File: src/rtl/dma_irq_pkg.sv
package dma_irq_pkg;

  localparam int MAX_CH      = 16;
  localparam int BANK_CH     = 8;
  localparam int WORD_W      = 32;
  localparam int FIELD_W     = 4;

  localparam logic [7:0] OFF_EN_LO  = 8'h00;
  localparam logic [7:0] OFF_EN_HI  = 8'h04;
  localparam logic [7:0] OFF_PD_LO  = 8'h10;
  localparam logic [7:0] OFF_PD_HI  = 8'h14;
  localparam logic [7:0] OFF_STATUS = 8'h30;

  typedef enum logic [1:0] {
    EV_HALF  = 2'd0,
    EV_DESC  = 2'd1,
    EV_QUEUE = 2'd2
  } ev_kind_e;

  typedef struct packed {
    logic en_lo;
    logic en_hi;
    logic pd_lo;
    logic pd_hi;
    logic status;
  } reg_sel_t;

  // bit position of an event kind for a channel inside its bank word
  function automatic int field_bit(input int ch_in_bank, input ev_kind_e kind);
    return ch_in_bank * FIELD_W + int'(kind);
  endfunction

  // bits that can hold state in a bank with live_ch channels present
  function automatic logic [WORD_W-1:0] live_mask(input int live_ch);
    logic [WORD_W-1:0] m;
    m = '0;
    for (int c = 0; c < BANK_CH; c++) begin
      if (c < live_ch) begin
        m[field_bit(c, EV_HALF)]  = 1'b1;
        m[field_bit(c, EV_DESC)]  = 1'b1;
        m[field_bit(c, EV_QUEUE)] = 1'b1;
      end
    end
    return m;
  endfunction

  function automatic int bank_live(input int num_ch, input int bank);
    int rest;
    rest = num_ch - bank * BANK_CH;
    if (rest < 0) return 0;
    if (rest > BANK_CH) return BANK_CH;
    return rest;
  endfunction

endpackage

File: src/rtl/dma_irq_decode.sv
module dma_irq_decode
  import dma_irq_pkg::*;
#(
  parameter int ADDR_W = 8
) (
  input  logic              bus_sel,
  input  logic              bus_wr,
  input  logic [ADDR_W-1:0] bus_addr,
  output reg_sel_t          wr_sel,
  output reg_sel_t          rd_sel,
  output logic              rd_req
);

  reg_sel_t hit;

  always_comb begin
    hit        = '0;
    hit.en_lo  = (bus_addr == ADDR_W'(OFF_EN_LO));
    hit.en_hi  = (bus_addr == ADDR_W'(OFF_EN_HI));
    hit.pd_lo  = (bus_addr == ADDR_W'(OFF_PD_LO));
    hit.pd_hi  = (bus_addr == ADDR_W'(OFF_PD_HI));
    hit.status = (bus_addr == ADDR_W'(OFF_STATUS));
  end

  assign rd_req = bus_sel && !bus_wr;

  always_comb begin
    wr_sel        = (bus_sel && bus_wr) ? hit : '0;
    // status is read-only; a write there selects nothing
    wr_sel.status = 1'b0;
    rd_sel        = rd_req ? hit : '0;
  end

endmodule

File: src/rtl/dma_irq_bank.sv
module dma_irq_bank
  import dma_irq_pkg::*;
#(
  parameter int LIVE_CH = 8
) (
  input  logic              clk,
  input  logic              rst_n,
  input  logic              en_wr,
  input  logic              pd_wr,
  input  logic [WORD_W-1:0] wdata,
  input  logic [BANK_CH-1:0] ev_half,
  input  logic [BANK_CH-1:0] ev_desc,
  input  logic [BANK_CH-1:0] ev_queue,
  output logic [WORD_W-1:0] en_q,
  output logic [WORD_W-1:0] pend_q,
  output logic              irq_part
);

  localparam logic [WORD_W-1:0] LIVE_MASK = live_mask(LIVE_CH);

  logic [WORD_W-1:0] evt_vec;
  logic [WORD_W-1:0] set_vec;
  logic [WORD_W-1:0] clr_vec;

  for (genvar c = 0; c < BANK_CH; c++) begin : g_field
    assign evt_vec[c*FIELD_W + 0] = ev_half[c];
    assign evt_vec[c*FIELD_W + 1] = ev_desc[c];
    assign evt_vec[c*FIELD_W + 2] = ev_queue[c];
    assign evt_vec[c*FIELD_W + 3] = 1'b0;
  end

  assign set_vec = evt_vec & en_q & LIVE_MASK;
  assign clr_vec = pd_wr ? (wdata & LIVE_MASK) : '0;

  always_ff @(posedge clk) begin
    if (!rst_n) begin
      en_q <= '0;
    end else if (en_wr) begin
      en_q <= wdata & LIVE_MASK;
    end
  end

  // set beats clear when both land on one bit in the same cycle
  always_ff @(posedge clk) begin
    if (!rst_n) begin
      pend_q <= '0;
    end else begin
      pend_q <= (pend_q & ~clr_vec) | set_vec;
    end
  end

  assign irq_part = |(pend_q & en_q);

  AST_SPARE_ZERO: assert property (@(posedge clk) disable iff (!rst_n)
    ((en_q | pend_q) & ~LIVE_MASK) == '0);

  AST_SET_NEEDS_ENABLE: assert property (@(posedge clk) disable iff (!rst_n)
    1'b1 |=> ((pend_q & ~$past(pend_q) & ~($past(evt_vec) & $past(en_q))) == '0));

  AST_FALL_NEEDS_CLEAR: assert property (@(posedge clk) disable iff (!rst_n)
    1'b1 |=> ((($past(pend_q) & ~pend_q) & ~($past(wdata) & {WORD_W{$past(pd_wr)}})) == '0));

  AST_SET_WINS: assert property (@(posedge clk) disable iff (!rst_n)
    1'b1 |=> (($past(evt_vec) & $past(en_q) & LIVE_MASK & ~pend_q) == '0));

  AST_EN_WRITE_KEEPS_PEND: assert property (@(posedge clk) disable iff (!rst_n)
    (en_wr && !pd_wr) |=> ((pend_q & $past(pend_q)) == $past(pend_q)));

endmodule

File: src/rtl/dma_irq_agg.sv
module dma_irq_agg
  import dma_irq_pkg::*;
#(
  parameter int NUM_CH = 16,
  parameter int ADDR_W = 8
) (
  input  logic              clk,
  input  logic              rst_n,
  input  logic              bus_sel,
  input  logic              bus_wr,
  input  logic [ADDR_W-1:0] bus_addr,
  input  logic [31:0]       bus_wdata,
  output logic [31:0]       bus_rdata,
  input  logic [NUM_CH-1:0] ev_half,
  input  logic [NUM_CH-1:0] ev_desc,
  input  logic [NUM_CH-1:0] ev_queue,
  input  logic [NUM_CH-1:0] ch_busy,
  output logic              irq
);

  localparam int LIVE_LO = bank_live(NUM_CH, 0);
  localparam int LIVE_HI = bank_live(NUM_CH, 1);

  reg_sel_t wr_sel;
  reg_sel_t rd_sel;
  logic     rd_req;

  logic [MAX_CH-1:0] half_all, desc_all, queue_all;
  logic [WORD_W-1:0] status_word;
  logic [WORD_W-1:0] en_lo, en_hi, pd_lo, pd_hi;
  logic              irq_lo, irq_hi;
  logic [WORD_W-1:0] rd_word;

  for (genvar i = 0; i < WORD_W; i++) begin : g_pad
    if (i < NUM_CH) begin : g_live
      assign status_word[i] = ch_busy[i];
    end else begin : g_dead
      assign status_word[i] = 1'b0;
    end
    if (i < MAX_CH) begin : g_ev
      if (i < NUM_CH) begin : g_on
        assign half_all[i]  = ev_half[i];
        assign desc_all[i]  = ev_desc[i];
        assign queue_all[i] = ev_queue[i];
      end else begin : g_off
        assign half_all[i]  = 1'b0;
        assign desc_all[i]  = 1'b0;
        assign queue_all[i] = 1'b0;
      end
    end
  end

  dma_irq_decode #(.ADDR_W(ADDR_W)) u_decode (
    .bus_sel (bus_sel),
    .bus_wr  (bus_wr),
    .bus_addr(bus_addr),
    .wr_sel  (wr_sel),
    .rd_sel  (rd_sel),
    .rd_req  (rd_req)
  );

  dma_irq_bank #(.LIVE_CH(LIVE_LO)) u_bank_lo (
    .clk     (clk),
    .rst_n   (rst_n),
    .en_wr   (wr_sel.en_lo),
    .pd_wr   (wr_sel.pd_lo),
    .wdata   (bus_wdata),
    .ev_half (half_all[BANK_CH-1:0]),
    .ev_desc (desc_all[BANK_CH-1:0]),
    .ev_queue(queue_all[BANK_CH-1:0]),
    .en_q    (en_lo),
    .pend_q  (pd_lo),
    .irq_part(irq_lo)
  );

  dma_irq_bank #(.LIVE_CH(LIVE_HI)) u_bank_hi (
    .clk     (clk),
    .rst_n   (rst_n),
    .en_wr   (wr_sel.en_hi),
    .pd_wr   (wr_sel.pd_hi),
    .wdata   (bus_wdata),
    .ev_half (half_all[MAX_CH-1:BANK_CH]),
    .ev_desc (desc_all[MAX_CH-1:BANK_CH]),
    .ev_queue(queue_all[MAX_CH-1:BANK_CH]),
    .en_q    (en_hi),
    .pend_q  (pd_hi),
    .irq_part(irq_hi)
  );

  always_comb begin
    rd_word = '0;
    if (rd_sel.en_lo)  rd_word = en_lo;
    if (rd_sel.en_hi)  rd_word = en_hi;
    if (rd_sel.pd_lo)  rd_word = pd_lo;
    if (rd_sel.pd_hi)  rd_word = pd_hi;
    if (rd_sel.status) rd_word = status_word;
  end

  always_ff @(posedge clk) begin
    if (!rst_n) begin
      bus_rdata <= '0;
    end else if (rd_req) begin
      bus_rdata <= rd_word;
    end
  end

  assign irq = irq_lo | irq_hi;

  AST_IRQ_HAS_CAUSE: assert property (@(posedge clk) disable iff (!rst_n)
    $rose(irq) |-> $past((|{ev_half, ev_desc, ev_queue}) || (bus_sel && bus_wr)));

  AST_RDATA_HOLDS: assert property (@(posedge clk) disable iff (!rst_n)
    !(bus_sel && !bus_wr) |=> $stable(bus_rdata));

endmodule

File: config.mk
export PLATFORM = sky130hd
export DESIGN_NAME = dma_irq_agg
export DESIGN_NICKNAME = d
export VERILOG_FILES = /design/src/rtl/dma_irq_pkg.sv /design/src/rtl/dma_irq_decode.sv /design/src/rtl/dma_irq_bank.sv /design/src/rtl/dma_irq_agg.sv
export SDC_FILE = /design/constraint.sdc
export NUM_CORES = 1
export LEC_CHECK = 0
export BUFFER_PORTS_ARGS = -buffer_cell sky130_fd_sc_hd__buf_2
export CORE_ASPECT_RATIO = 1.75
export CORE_UTILIZATION = 54
export CTS_CLUSTER_DIAMETER = 150
export CTS_CLUSTER_SIZE = 14
export DETAILED_ROUTE_END_ITERATION = 8
export GPL_ROUTABILITY_DRIVEN = 0
export GPL_TIMING_DRIVEN = 0
export PLACE_DENSITY_LB_ADDON = 0.3
export SLEW_MARGIN = 20
export SYNTH_ARGS = -nofsm -noshare
export SYNTH_HDL_FRONTEND = slang
export SYNTH_SLANG_ARGS = --single-unit
File: constraint.sdc
create_clock -name clk -period 2 [get_ports clk]
set_input_delay 0.3 -clock clk [delete_from_list [all_inputs] [get_ports clk]]
set_output_delay 0.3 -clock clk [all_outputs]
set_load 0.02 [all_outputs]
### After elaboration in Yosys (flattened, before gate mapping)

Index checks and enable logic that the tools add are counted.

* bits in registers: 144
* bits of input ports: 108
* output and inout port bits: 33

* equal/unequal tests: 4
* multiplexer cells: 9
* bitwise operators: 11
* reductions and logical operators: 6

Operator list (count)
* 32-bit 2-to-1 mux: 4
* 31-bit 2-to-1 mux: 3
* 32-bit by 31-bit AND with 32-bit output: 2
* 32-bit AND: 2
* 32-bit inverter: 2
* 32-bit by 31-bit bitwise OR with 32-bit output: 2
* 32-bit OR reduction: 2
* 31-bit AND: 2
* 8-bit by 5-bit equality test with 1-bit output, second input constant: 2
* 5-bit 2-to-1 mux: 2
* 8-bit by 3-bit equality test with 1-bit output, second input constant: 1
* 8-bit by 6-bit equality test with 1-bit output, second input constant: 1
* 8-bit zero test: 1
* 1-bit logical AND: 2
* 1-bit zero test: 1
* 1-bit bitwise OR: 1

### Logic depth before layout (Yosys ltp)

* word-level depth: 8
* gate-level depth with buffers: 7
* depth with buffers taken out: 4

### Modules after synthesis

A second synthesis with hierarchy kept.

* cells, all modules: 721
* area, all modules: 6542.5 um^2

Modules (own cells, without submodules)
* dma_irq_bank: instances 2, cells each 211, area each 2075.7 um^2, seq. area each 960.9 um^2
* dma_irq_agg: instances 1, cells each 279, area each 2265.9 um^2, seq. area each 640.6 um^2
* dma_irq_decode: instances 1, cells each 20, area each 125.1 um^2, seq. area each 0.0 um^2

### Worst setup path after synthesis

OpenSTA, ideal clock, no wires.

* path kind: reg2out
* start: register u_bank_lo.pend_q[16]
* end: output irq
* arrival time: 1.450 ns
* required time: 1.700 ns
* path slack: 0.250 ns
* cell stages (with the launch flop): 5
* path through: dfxtp_1 a22o_1 a221oi_1 nand4_1 or4_1

* word-level cells in the longest chain between the ends: 3

Ends and longest elaborated chain
* from (decl): RTL line dma_irq_bank.sv:15 `output logic [WORD_W-1:0] pend_q,`
* from (signal assigned): RTL line dma_irq_bank.sv:48 `pend_q <= (pend_q & ~clr_vec) | set_vec;`
* 32-bit by 31-bit AND with 32-bit output: RTL line dma_irq_bank.sv:52 `assign irq_part = |(pend_q & en_q);`
* 32-bit OR reduction: RTL line dma_irq_bank.sv:52
* 1-bit bitwise OR: RTL line dma_irq_agg.sv:107 `assign irq = irq_lo | irq_hi;`
* to (decl): RTL line dma_irq_agg.sv:18 `output logic irq`

No other way between the ends.

### Final worst setup path

* start: register u_bank_lo.en_q[29]
* end: output irq

* word-level cells in the longest chain between the ends: 3

Ends and longest elaborated chain
* from (decl): RTL line dma_irq_bank.sv:14 `output logic [WORD_W-1:0] en_q,`
* from (signal assigned): RTL line dma_irq_bank.sv:39 `en_q <= wdata & LIVE_MASK;`
* 32-bit by 31-bit AND with 32-bit output: RTL line dma_irq_bank.sv:52
* 32-bit OR reduction: RTL line dma_irq_bank.sv:52
* 1-bit bitwise OR: RTL line dma_irq_agg.sv:107

No other way between the ends.

==> results.sh <==
export IMPL_outcome="finished, violations left"
export IMPL_violations="setup timing"
export IMPL_rsz0062_at_grt="true"
export IMPL_area_growth_pct=23.8
export IMPL_synth_compound_area_frac=0.325
export IMPL_synthArstFlopShare=0
export IMPL_rr_worst_depth=3
export IMPL_synth_common_cells="146 x nand2_1, 124 x dfxtp_1, 92 x a21boi_0, 72 x o21ai_0, 46 x clkbuf_1"
export IMPL_crit_path_start_kind="register"
export IMPL_ant_nets=0
export IMPL_dpl_cell_count=1027
export IMPL_hold_path_class="input port to register"
export IMPL_yosysWarnings=0
export IMPL_final_min_clock_period_ns=2.32
export IMPL_end_kind="output pin"
export IMPL_crit_type="register to output pin"
export IMPL_dieWidth_um=82.9
export IMPL_power_per_cell_area_nw_per_um2=753
export IMPL_cap_viol_max_count=0
export IMPL_clk_latency_ns=0.42
export IMPL_port_buffers=125
export IMPL_cp_max_fo=4
export IMPL_synthAdderAreaFrac=0
export IMPL_clock_path_buffers=2
export IMPL_p_clk_frac=0.500
export IMPL_synthFlopType="dfxtp_1"
export IMPL_hpwl_mm=16.6
export IMPL_dieArea_um2=11900
export IMPL_via_per_inst=6.42
export IMPL_finalSetupViolations=1
export IMPL_comb_power_share=0.070
export IMPL_syn_area_um2=6180
export IMPL_ys_types=42
export IMPL_setup_ws_ns=-0.316
export IMPL_multi_input_area_um2=3360
export IMPL_fin_skew_ns=0.00843
export IMPL_antenna_found_initial=0
export IMPL_startpoint="u_bank_lo.en_q[29]"
export IMPL_drtIter0Drc=935
export IMPL_firstDrtPassIters=8
export IMPL_synth_largest_area_cell="dfxtp_1"
export IMPL_routed_wl_mm=22.5
export IMPL_final_cell_area_um2=7660
export IMPL_p_sw_mw=1.38
export IMPL_synth_simple_area_share=0.185
export IMPL_syn_avg_cell_area_um2=8.06
export IMPL_finalHoldViolations=0
export IMPL_layout_drive_gt1_share=0.215
export IMPL_period_share=1.16
export IMPL_nFillCells=997
export IMPL_synth_area_leaders="dfxtp_1 40%, a21boi_0 11%, nand2_1 8.9%, o21ai_0 5.8%, a32oi_1 3.1%"
export IMPL_fin_cells=1062
export IMPL_arrival_ns=2.02
export IMPL_track_usage=0.383
export IMPL_slew_headroom=0.554
export IMPL_synth_edf_count=0
export IMPL_dpl_cell_area_um2=6990
export IMPL_regArea_um2=2490
export IMPL_fin_nets=1026
export IMPL_switching_share=0.239
export IMPL_ys_seq_area_frac=0.401
export IMPL_internal_power_mw=4.38
export IMPL_grt_overflow_total=0
export IMPL_synth_top_family_by_area="compound AO/OA/AOI/OAI gates"
export IMPL_grt_first_pass_wirelength_mm=34.5
export IMPL_synth_area_mux_share=0.0194
export IMPL_fmax_mhz=432
export IMPL_cts_tree="built"
export IMPL_clk_pin_slew_ns=0.05
export IMPL_drcViolationCount=0
export IMPL_r2r_start="u_bank_lo.pend_q[29]"
export IMPL_initial_utilization=0.554
export IMPL_sequentialPowerShare=0.429
export IMPL_vias=6822
export IMPL_worst_hold_slack_ns=0.139
export IMPL_irDropWorstVdd_mv=0.684
export IMPL_diodes=0
export IMPL_cts_sinks=124
export IMPL_synth_most_common_cell="nand2_1"
export IMPL_die_y_um=144
export IMPL_worstReg2RegEnd="bus_rdata[29]"
export IMPL_ys_ff_latch=124
export IMPL_reg2reg_slack_ns=0.80
export IMPL_fp_row_count=51
export IMPL_pre_cts_slack_ns=-0.304
export IMPL_core_area_um2=11200
export IMPL_fin_tns_setup_ns=-0.316
export IMPL_root_buffer="clkbuf_16"
export IMPL_power_leakage_nw=2.83
export IMPL_h_tree_depth=4
export IMPL_maxSlewViolCount=0
export IMPL_grt_pass1_vias=6513
export IMPL_synth_top_area_frac=0.401
export IMPL_crit_required_ns=1.70
export IMPL_cts_buffers=17
export IMPL_wl_per_cell_um=21.2
export IMPL_worst_hold_path_endpoint="u_bank_hi.pend_q[21]"
export IMPL_synthCells=767
export IMPL_synth_xor_area_share=0
export IMPL_worst_slew_pin_slew_ns=0.668
export IMPL_io_pins=141
export IMPL_hold_depth=3
export IMPL_min_from="ev_desc[13]"
export IMPL_grt_max_degree=17
through the flow:
| step | utilization | total power, mW |
|---|---|---|
| finish | 0.686 | 5.76 |
| global route | 0.686 | 5.90 |
| CTS | 0.683 | 5.75 |
| detailed placement | 0.626 | 2.91 |
| global placement | 0.626 | 2.91 |
| floorplan | - | 2.72 |
critical path, cell delays in order, from the launching register on:
cell,delay (ns)
dfxtp_1,0.40
a22o_1,0.26
a221oi_2,0.21
nand4_1,0.13
or4_4,0.45
buf_6,0.15
worst max path at each step:
stage | depth (start not counted) | slack, ns | to
2_1_floorplan | 4 | 0.25 | irq
3_3_place_gp | 6 | -0.25 | u_bank_lo.pend_q[16]
3_5_place_dp | 6 | -0.30 | u_bank_hi.pend_q[5]
4_1_cts | 5 | -0.29 | irq
5_1_grt | 5 | -0.35 | irq
6_report | 5 | -0.32 | irq
power groups by stage:
stage                     combinational, mW  sequential, mW  clock (mW)
final                                 0.404            2.47        2.88
after global routing                  0.431            2.47        3.00
after CTS                             0.389            2.47        2.88
after detailed placement              0.387            2.53           0
after global placement                0.386            2.53           0
after floorplan                       0.193            2.53           0
kinds of logic after synthesis:
logic type	count (synthesis)
AO/OA/AOI/OAI	291
AND/OR/NAND/NOR	238
flip-flops	124
buffers and inverters	101
multiplexers	12
other	1
state kept, by name (all words and copies together) (netlist names):
| register | cells |
|---|---|
| u_bank_lo.en_q | 24 |
| bus_rdata | 28 |
| u_bank_hi.pend_q | 24 |
| u_bank_hi.en_q | 24 |
| u_bank_lo.pend_q | 24 |
cell type report:
type                       instances  area share
buffer                            64      0.0373
inverter                          37      0.0181
clock buffer                      20      0.0597
timing repair buffer             129      0.0865
clock inverter                    11      0.0126
multi-input combinational        545       0.438
tap                              132      0.0216
sequential                       124       0.326
metal layers:
layer  up-vias  track usage  share of wire
met5         -            0              0
met3       150       0.0770          0.082
li1       3061            -              -
met2       468        0.668           0.49
met4         0        0.321          0.095
met1      3143        0.394           0.33
placed cells by master, fill, tap and decap left out, types with 5 or more instances in the layout:
cell type / n
a21boi_0: 92
a21oi_1: 21
a221oi_2: 9
a22o_1: 12
a22oi_1: 8
a32oi_1: 22
and3_1: 16
buf_2: 133
buf_4: 11
clkbuf_1: 47
clkbuf_16: 17
clkinvlp_4: 5
dfxtp_1: 114
dfxtp_2: 10
inv_1: 37
mux2i_1: 12
nand2_1: 146
nand3_1: 19
nor2_1: 11
nor2b_1: 6
nor3b_1: 13
o2111ai_1: 12
o211ai_1: 23
o21ai_0: 72
o22ai_1: 12
or3_1: 10
what timing repair did:
action                     in CTS  in global routing
setup endpoints to repair       1                  8
cloned                          0                  0
buffers inserted                1                  3
hold buffers                    0                  0
gates resized for setup        21                  2
pin swaps                       4                  0
No activity file was read; power rests on OpenSTA's default activity.
